===== config.mk =====
export PLATFORM = sky130hd
export DESIGN_NAME = skip_eval
export DESIGN_NICKNAME = d
export VERILOG_FILES = /design/src/rtl/skip_pkg.sv /design/src/rtl/skip_sel_zero.sv /design/src/rtl/skip_cond_eval.sv /design/src/rtl/skip_eval.sv
export SDC_FILE = /design/constraint.sdc
export NUM_CORES = 1
export LEC_CHECK = 0
export ABC_AREA = 1
export ABC_CLOCK_PERIOD_IN_PS = 1050
export CELL_PAD_IN_SITES_DETAIL_PLACEMENT = 1
export CELL_PAD_IN_SITES_GLOBAL_PLACEMENT = 1
export CORE_MARGIN = 2
export CORE_UTILIZATION = 28
export CTS_CLUSTER_SIZE = 16
export DETAILED_ROUTE_END_ITERATION = 16
export DONT_BUFFER_PORTS = 1
export GPL_ROUTABILITY_DRIVEN = 1
export PLACE_DENSITY_LB_ADDON = 0.1
export SLEW_MARGIN = 0
export SYNTH_ARGS = -nofsm -noshare
export SYNTH_HDL_FRONTEND = slang
export SYNTH_SLANG_ARGS = --single-unit

===== constraint.sdc =====
create_clock -name clk -period 1.05 [get_ports clk]
set_input_delay 0.105 -clock clk [delete_from_list [all_inputs] [get_ports clk]]
set_output_delay 0.105 -clock clk [all_outputs]
set_load 0.02 [all_outputs]

===== src/rtl/skip_pkg.sv =====
package skip_pkg;
  // Address bit positions of the single-bit register tests
  localparam int unsigned BIT_ACC_ZERO  = 6;
  localparam int unsigned BIT_ACC_PLUS  = 7;
  localparam int unsigned BIT_ACC_MINUS = 8;
  localparam int unsigned BIT_OVF_ZERO  = 9;
  localparam int unsigned BIT_IO_PLUS   = 10;
  localparam int unsigned SEL_W         = 3;
  localparam int unsigned SW_LSB        = 3;
  localparam int unsigned FLAG_LSB      = 0;

  typedef struct packed {
    logic acc_zero;
    logic acc_plus;
    logic acc_minus;
    logic ovf_zero;
    logic io_plus;
    logic sw_hit;
    logic flag_hit;
  } skip_hits_t;
endpackage


===== src/rtl/skip_sel_zero.sv =====
// Picks one of N inputs (code 1..N) or all of them (code all-ones) and
// reports whether the selection reads zero. Code 0 selects nothing.
module skip_sel_zero #(
  parameter int unsigned N     = 6,
  parameter int unsigned SEL_W = 3
) (
  input  logic [SEL_W-1:0] sel_i,
  input  logic [N-1:0]     bits_i,
  output logic             hit_o
);
  localparam logic [SEL_W-1:0] ALL_CODE = '1;

  logic [N-1:0] one_hit;

  genvar gi;
  generate
    for (gi = 0; gi < N; gi++) begin : g_pick
      assign one_hit[gi] = (sel_i == SEL_W'(gi + 1)) && !bits_i[gi];
    end
  endgenerate

  assign hit_o = (|one_hit) || ((sel_i == ALL_CODE) && (bits_i == '0));
endmodule


===== src/rtl/skip_cond_eval.sv =====
module skip_cond_eval
  import skip_pkg::*;
#(
  parameter int unsigned ADDR_W = 12,
  parameter int unsigned WORD_W = 36,
  parameter int unsigned N_SW   = 6,
  parameter int unsigned N_FLAG = 6
) (
  input  logic [ADDR_W-1:0] addr_i,
  input  logic [WORD_W-1:0] acc_i,
  input  logic              io_sign_i,
  input  logic              ovf_i,
  input  logic [N_SW-1:0]   sense_i,
  input  logic [N_FLAG-1:0] flag_i,
  output skip_hits_t        hits_o
);
  logic sw_hit;
  logic flag_hit;

  skip_sel_zero #(.N(N_SW), .SEL_W(SEL_W)) u_sw (
    .sel_i  (addr_i[SW_LSB +: SEL_W]),
    .bits_i (sense_i),
    .hit_o  (sw_hit)
  );

  skip_sel_zero #(.N(N_FLAG), .SEL_W(SEL_W)) u_flag (
    .sel_i  (addr_i[FLAG_LSB +: SEL_W]),
    .bits_i (flag_i),
    .hit_o  (flag_hit)
  );

  always_comb begin
    hits_o.acc_zero  = addr_i[BIT_ACC_ZERO]  && (acc_i == '0);
    hits_o.acc_plus  = addr_i[BIT_ACC_PLUS]  && !acc_i[WORD_W-1];
    hits_o.acc_minus = addr_i[BIT_ACC_MINUS] &&  acc_i[WORD_W-1];
    hits_o.ovf_zero  = addr_i[BIT_OVF_ZERO]  && !ovf_i;
    hits_o.io_plus   = addr_i[BIT_IO_PLUS]   && !io_sign_i;
    hits_o.sw_hit    = sw_hit;
    hits_o.flag_hit  = flag_hit;
  end
endmodule


===== src/rtl/skip_eval.sv =====
module skip_eval
  import skip_pkg::*;
#(
  parameter int unsigned ADDR_W = 12,
  parameter int unsigned WORD_W = 36,
  parameter int unsigned N_SW   = 6,
  parameter int unsigned N_FLAG = 6
) (
  input  logic              clk,
  input  logic              rst,
  input  logic              exec_i,
  input  logic [ADDR_W-1:0] addr_i,
  input  logic [WORD_W-1:0] acc_i,
  input  logic [WORD_W-1:0] io_i,
  input  logic              ovf_i,
  input  logic [N_SW-1:0]   sense_i,
  input  logic [N_FLAG-1:0] flag_i,
  output logic              skip_o,
  output logic              ovf_clr_o
);
  localparam int unsigned TOP_BIT = BIT_IO_PLUS + 1;

  skip_hits_t hits;
  logic       any_hit;
  logic       unused_bits;

  // Address bits above the io test and the io magnitude play no part
  assign unused_bits = ^{addr_i[ADDR_W-1:TOP_BIT], io_i[WORD_W-2:0]};

  skip_cond_eval #(
    .ADDR_W (ADDR_W), .WORD_W (WORD_W), .N_SW (N_SW), .N_FLAG (N_FLAG)
  ) u_eval (
    .addr_i    (addr_i),
    .acc_i     (acc_i),
    .io_sign_i (io_i[WORD_W-1]),
    .ovf_i     (ovf_i),
    .sense_i   (sense_i),
    .flag_i    (flag_i),
    .hits_o    (hits)
  );

  assign any_hit = |hits;

  always_ff @(posedge clk) begin
    if (rst) begin
      skip_o    <= 1'b0;
      ovf_clr_o <= 1'b0;
    end else begin
      skip_o    <= exec_i && any_hit;
      ovf_clr_o <= exec_i && addr_i[BIT_OVF_ZERO];
    end
  end
endmodule


==> metrics.cfg, run 1 <==
[synthesis]
synthTopCellsByArea = nor2_1 (28%), nand2_1 (25%), inv_1 (13%), nand3_1 (11%), dfxtp_1 (9.5%)
synthCells = 96
yosysMostFrequentCell = nor2_1
async_flop_share_pct = 0
yosysSeqAreaShare_pct = 9.50
synth_edf_count = 0
syn_nets = 196
synth_common_cells = nor2_1 (31), nand2_1 (28), inv_1 (15)
ys_types = 11
synth_top_area_share_pct = 27.6
synth_area_leader_cell = nor2_1
synthFlopType = dfxtp_1
avgSynthCellArea_um2 = 4.39
ys_warn_count = 0
synth-seq-cells = 2
syn_area_um2 = 422

[layout]
diodes = 0
layout.nets = 203
layout-drive-gt1-share_pct = 4.95
fin_area_um2 = 484
syn_to_final_growth_pct = 14.8

[drt]
drc = 0
routedWlPerCell_um = 10.5
drt_pass1_iterations = 1
routed_wl_um = 1230
vias = 580
drtAntennaViolNets = 0
viasPerCell = 4.96
drtIter0Drc = 0

[timing]
fin_crit_sh_pct = 70.4
setup-tns-final_ns = 0
slew_headroom_pct = 86.3
fmax_mhz = 1350
fin_crit_ns = 0.739
setup_slack_ns = 0.311
whs_ns = 0.0113
final-setup-viol-count = 0
hold_violations = 0
rsz0062_at_grt = false
final_max_slew_viol_count = 0
worst_pin_slew_ns = 0.205

[cts]
cts_resized = 0
clockRootBuffer = clkbuf_4
clk_pin_slew_ns = 0.03
cts_sinks = 2
htreeDepth = 1
cts_buffers = 3
cts_tree = yes
clockBufferDepth = 2

[global_routing]
grt_max_degree = 7
grt_pass1_wl_um = 1930
track_usage_pct = 13.3
grt_remaining_overflow = 0
antenna_found_initial = 0
grt_pass1_vias = 549

[placement]
port_buffers = 0
gp_congestion = 0.737
dp_hpwl_um = 1100
dpl_worst_slack_ns = 0.241
place_area_um2 = 442

[min_path]
min_from = addr_i[9]
hold_path_class = input pin to flip-flop
hold-path-cell-count = 2
min_to = ovf_clr_o

[setup_path]
cp-start-kind = flip-flop
arrival_ns = 0.63
cp_data_required_time_ns = 0.94
crit_fanout = 1
crit_type = flip-flop to output pin
end_kind = output pin

[power_and_ir_drop]
p_switching_uw = 98.8
intPower_uw = 251
switching_share_pct = 28.2
p_total_uw = 350
power_leakage_uw = 0.000269
seq_power_share_pct = 25.0
irDropWorstVdd_mv = 0.165
clockPowerShare_pct = 47.2
power_frac_comb_pct = 27.8
p_per_area_mw_per_mm2 = 723

[die]
start_util_pct = 29.0
die_area_mm2 = 0.00183
fp-row-count = 14
die_w_um = 42.8
design.core.area_mm2 = 0.00145
io_pins = 102
die_h_um = 42.8

[flow_run]
max-cap-violations = 0

[status]
status = finished clean

==> cell type report <==
cell class                      count  area (µm²)
Clock buffer                        3        22.5
Sequential cell                     2        40.0
Fill cell                         224         970
Multi-Input combinational cell     78         322
Inverter                           16        60.1
Tap cell                           16        20.0
Timing Repair Buffer                2        20.0
==> power groups by stage <==
stage                     clock (µW)  sequential [µW]  combinational (µW)
final                            165             87.5                97.3
after CTS                        175             87.6                99.7
after global routing             186             88.1                 117
after floorplan                    0             88.1                78.7
after global placement             0             88.6                89.5
after detailed placement           0             88.6                93.3
==> kinds of logic (layout without fill, tap and decap cells) <==
kind of cell | count (synthesis) | count (layout) | synth area share (%)
AND/OR/NAND/NOR | 73 | 73 | 70.3
buffers and inverters | 16 | 21 | 14.2
AO/OA/AOI/OAI | 5 | 5 | 5.93
flip-flops | 2 | 2 | 9.50
==> worst max-delay path by stage <==
stage / startpoint / endpoint / slack [ns] / cells after the start
CTS: ovf_clr_o / ovf_clr_o / 0.30 / 0
global route: skip_o / skip_o / 0.28 / 0
finish: ovf_clr_o / ovf_clr_o / 0.31 / 0
global placement: addr_i[0] / skip_o / 0.24 / 8
detailed placement: addr_i[1] / skip_o / 0.24 / 8
floorplan: acc_i[35] / skip_o / 0.35 / 9
==> state kept, by name, indices dropped and copies added (netlist names) <==
| signal | cells |
|---|---|
| ovf_clr_o | 1 |
| skip_o | 1 |
==> routing by layer <==
| layer | global-route usage (%) | wire length [µm] | share of wire [%] | up-vias |
|---|---|---|---|---|
| met2 | 23.9 | 617 | 50 | 38 |
| li1 | - | - | - | 304 |
| met1 | 14.5 | 474 | 39 | 236 |
| met3 | 2.13 | 126 | 10 | 2 |
| met4 | 7.50 | 10 | 0.81 | 0 |
| met5 | 0 | 0 | 0 | - |
==> layout by cell type, fill, tap and decap left out <==
cell and n:
a21oi_1 3, clkbuf_4 3, dfxtp_1 2, dlygate4sd3_1 2, inv_1 15, inv_2 1, nand2_1 28, nand3_1 9
nand4_1 3, nor2_1 31, nor2_2 1, nor3_1 1, o21ai_0 2
==> repair_timing <==
item,in CTS,in global routing
hold buffers,2,0
endpoints found under the hold margin,1,0
setup buffers,0,0
==> per-stage QoR <==
stage	util (%)	cells
after global placement	30.4	112
after CTS	33.3	117
after detailed placement	30.4	112
after floorplan	-	96
final	33.3	117
after global routing	33.3	117
(Power assumes the default switching activity.)
==> run 2: changes to the inputs <==
Settings changed: ABC_AREA 1 to 0, ABC_CLOCK_PERIOD_IN_PS 1050 to 800, CORE_AREA from default to 2 2 39 41, CORE_MARGIN 2 to default, CORE_UTILIZATION 28 to default, DIE_AREA from default to 0 0 41 43.
Clock period 1.05 ns to 0.8 ns, I/O delays scaled along.
==> run 2 against run 1 <==
Compared with the run above: non-clock buffer count is the same; via count shrank 29%; critical path depth is the same; critical path type unchanged; largest cell class unchanged.
==> metrics.cfg, run 2 <==
[min_path]
hold-path-cell-count = 2  ; unchanged
min_from = addr_i[5]
hold_path_class = input pin to flip-flop
min_to = skip_o

[cts]
htreeDepth = 1  ; unchanged
clockBufferDepth = 2  ; unchanged
clockRootBuffer = clkbuf_4
clk_pin_slew_ns = 0.03  ; about the same
cts_sinks = 2  ; unchanged
cts_buffers = 3  ; unchanged
cts_setup_buffers = 0  ; unchanged
cts_tree = yes

[synthesis]
ys_warn_count = 0  ; unchanged
synthCells = 43  ; -55%
yosysSeqAreaShare_pct = 12.5  ; +3.0 points
synth_edf_count = 0  ; unchanged
synth-seq-cells = 2  ; unchanged
synthFlopType = dfxtp_1
ys_types = 21  ; +10
yosysMostFrequentCell = nor4_1
syn_nets = 143  ; -27%
avgSynthCellArea_um2 = 7.48  ; +70%
synth_area_leader_cell = nor4_1
synth_common_cells = nor4_1 (8), nand4_1 (4), mux2i_1 (3), nor2b_1 (3), nor4b_1 (3)
synthTopCellsByArea = nor4_1 (16%), dfxtp_1 (12%), mux2i_1 (9.3%), nor4b_1 (8.2%), nand4_1 (7.8%)
synth_top_area_share_pct = 15.6  ; -12 points
syn_area_um2 = 322  ; -24%
async_flop_share_pct = 0  ; unchanged

[timing]
fin_crit_sh_pct = 91.3
hold_violations = 0  ; unchanged
fin_crit_ns = 0.731
worst_pin_slew_ns = 0.352  ; +0.147 ns
slew_headroom_pct = 76.2  ; -10 points
fmax_mhz = 1370
final_max_slew_viol_count = 0  ; unchanged
rsz0062_at_grt = true
final-setup-viol-count = 0  ; unchanged

[die]
design.core.area_mm2 = 0.00138  ; -4.8%
start_util_pct = 23.2  ; -5.8 points
io_pins = 102  ; unchanged
die_w_um = 41  ; -4.2%
fp-row-count = 14  ; unchanged
die_h_um = 43  ; +0.46%
die_area_mm2 = 0.00176  ; -3.8%

[setup_path]
end_kind = output pin
arrival_ns = 0.65  ; +0.02 ns
cp-start-kind = flip-flop
crit_fanout = 1  ; unchanged
cp_data_required_time_ns = 0.72  ; -0.22 ns
crit_type = flip-flop to output pin

[layout]
fillers = 181  ; -19%
final_cell_mix = nor4_1 (8), nand4_1 (4), nor4b_1 (3), mux2i_1 (3), clkbuf_4 (3)
fin_area_um2 = 394  ; -19%
layout-drive-gt1-share_pct = 14.6  ; +9.6 points
syn_to_final_growth_pct = 22.6
layout.nets = 150  ; -26%
seqCellArea_um2 = 40.0  ; unchanged
final_util_pct = 28.5  ; -4.8 points
diodes = 0  ; unchanged
multi_input_area_um2 = 287  ; -11%
top_regs = ovf_clr_o x1, skip_o x1
layout_commonest_cell = nor4_1

[drt]
drc = 0  ; unchanged
routedWlPerCell_um = 18.4  ; +75%
drt_pass1_iterations = 4  ; +3
viasPerCell = 6.44  ; +30%
drtIter0Drc = 7  ; +7
vias = 412  ; -29%
routed_wl_um = 1180  ; -4.2%
drtAntennaViolNets = 0  ; unchanged

[global_routing]
antenna_found_initial = 0  ; unchanged
track_usage_pct = 15.2  ; +1.9 points
busiest_layer = met2
use_met3_pct = 3.66  ; +1.5 points
grt_max_degree = 6  ; -1
met2_usage_pct = 25.3  ; +1.4 points
grt_pass1_wl_um = 1750  ; -9.4%
grt_use_met1_pct = 13.6  ; -0.90 points
grt_pass1_vias = 484  ; -12%
grt_remaining_overflow = 0  ; unchanged

[power_and_ir_drop]
p_total_uw = 447  ; +28%
switching_share_pct = 25.4  ; -2.8 points
clockPowerShare_pct = 53.6  ; +6.4 points
p_per_area_mw_per_mm2 = 1130  ; +57%
power_leakage_uw = 0.000125  ; -53%
irDropWorstVdd_mv = 0.166  ; +0.53%
intPower_uw = 334  ; +33%
power_frac_comb_pct = 20.2  ; -7.6 points
p_switching_uw = 114  ; +15%
seq_power_share_pct = 26.2  ; +1.2 points

[placement]
port_buffers = 0  ; unchanged
place_area_um2 = 354  ; -20%
gp_congestion = 0.661  ; -10%
dp_hpwl_um = 1070  ; -3.0%

[status]
status = finished clean

[flow_run]
max-cap-violations = 0  ; unchanged

==> run 2: cell types whose count changed after synthesis, sizes merged, moves of 2 or more <==
cell / change
mux2i: +3
inv: -14
nor2: -30
nor4: +8
a21oi: -3
nand3: -8
nor2b: +3
nand2: -27
nand3b: +2
nor4b: +3
==> run 2: kinds of logic (layout without fill, tap and decap cells) <==
group	Yosys count	after routing	synth area share, %
compound gates	7	7	16.3
buf+inv	2	7	2.34
flops	2	2	12.5
mux	4	4	14.0
simple gates	28	28	54.9
==> run 2: metrics by stage <==
| step | setup TNS [ns] | hold slack (ns) | setup WS (ns) | std cells |
|---|---|---|---|---|
| 4_1_cts | 0 | 0.0652 | 0.0418 | 64 |
| 3_3_place_gp | -0.209 | 0.208 | -0.209 | 60 |
| 6_report | 0 | 0.0607 | 0.0694 | 64 |
| 2_1_floorplan | -0.0755 | 0.202 | -0.0755 | 43 |
| 5_1_grt | -0.00606 | 0.0810 | -0.00606 | 64 |
| 3_5_place_dp | -0.206 | 0.209 | -0.206 | 60 |
==> run 2: cell type report <==
cell class / count / area share, %
multi-input cells: 39 / 72.7
flip-flops and latches: 2 / 10.2
clock buffers: 3 / 5.71
well taps: 16 / 5.08
repair buffers: 2 / 4.44
inverters: 2 / 1.90
==> run 2: repair_timing <==
action                                  in CTS  in global routing
hold buffers                                 1                  0
endpoints found under the setup margin       0                  1
endpoints found under the hold margin        1                  0
gates resized for setup                      0                  1
==> run 2: per-layer routing <==
metal / vias to the layer above / share of wire [%]
met5: - / 0
li1: 193 / -
met4: 0 / 2.7
met3: 4 / 13
met1: 178 / 32
met2: 37 / 52
==> run 2: worst max-delay path by stage <==
stage                          from      to  cells after the start
after floorplan           acc_i[35]  skip_o                      5
after global placement    addr_i[2]  skip_o                      5
after detailed placement  addr_i[2]  skip_o                      5
after CTS                 addr_i[2]  skip_o                      5
after global routing      addr_i[1]  skip_o                      5
final                        skip_o  skip_o                      0
==> run 2: power groups by stage <==
stage	Clock, µW	Sequential, µW	Combinational [µW]
3_5_place_dp	0	119	85.9
5_1_grt	270	118	102
3_3_place_gp	0	118	83.3
6_report	240	117	90.3
2_1_floorplan	0	118	71.0
4_1_cts	254	117	90.3
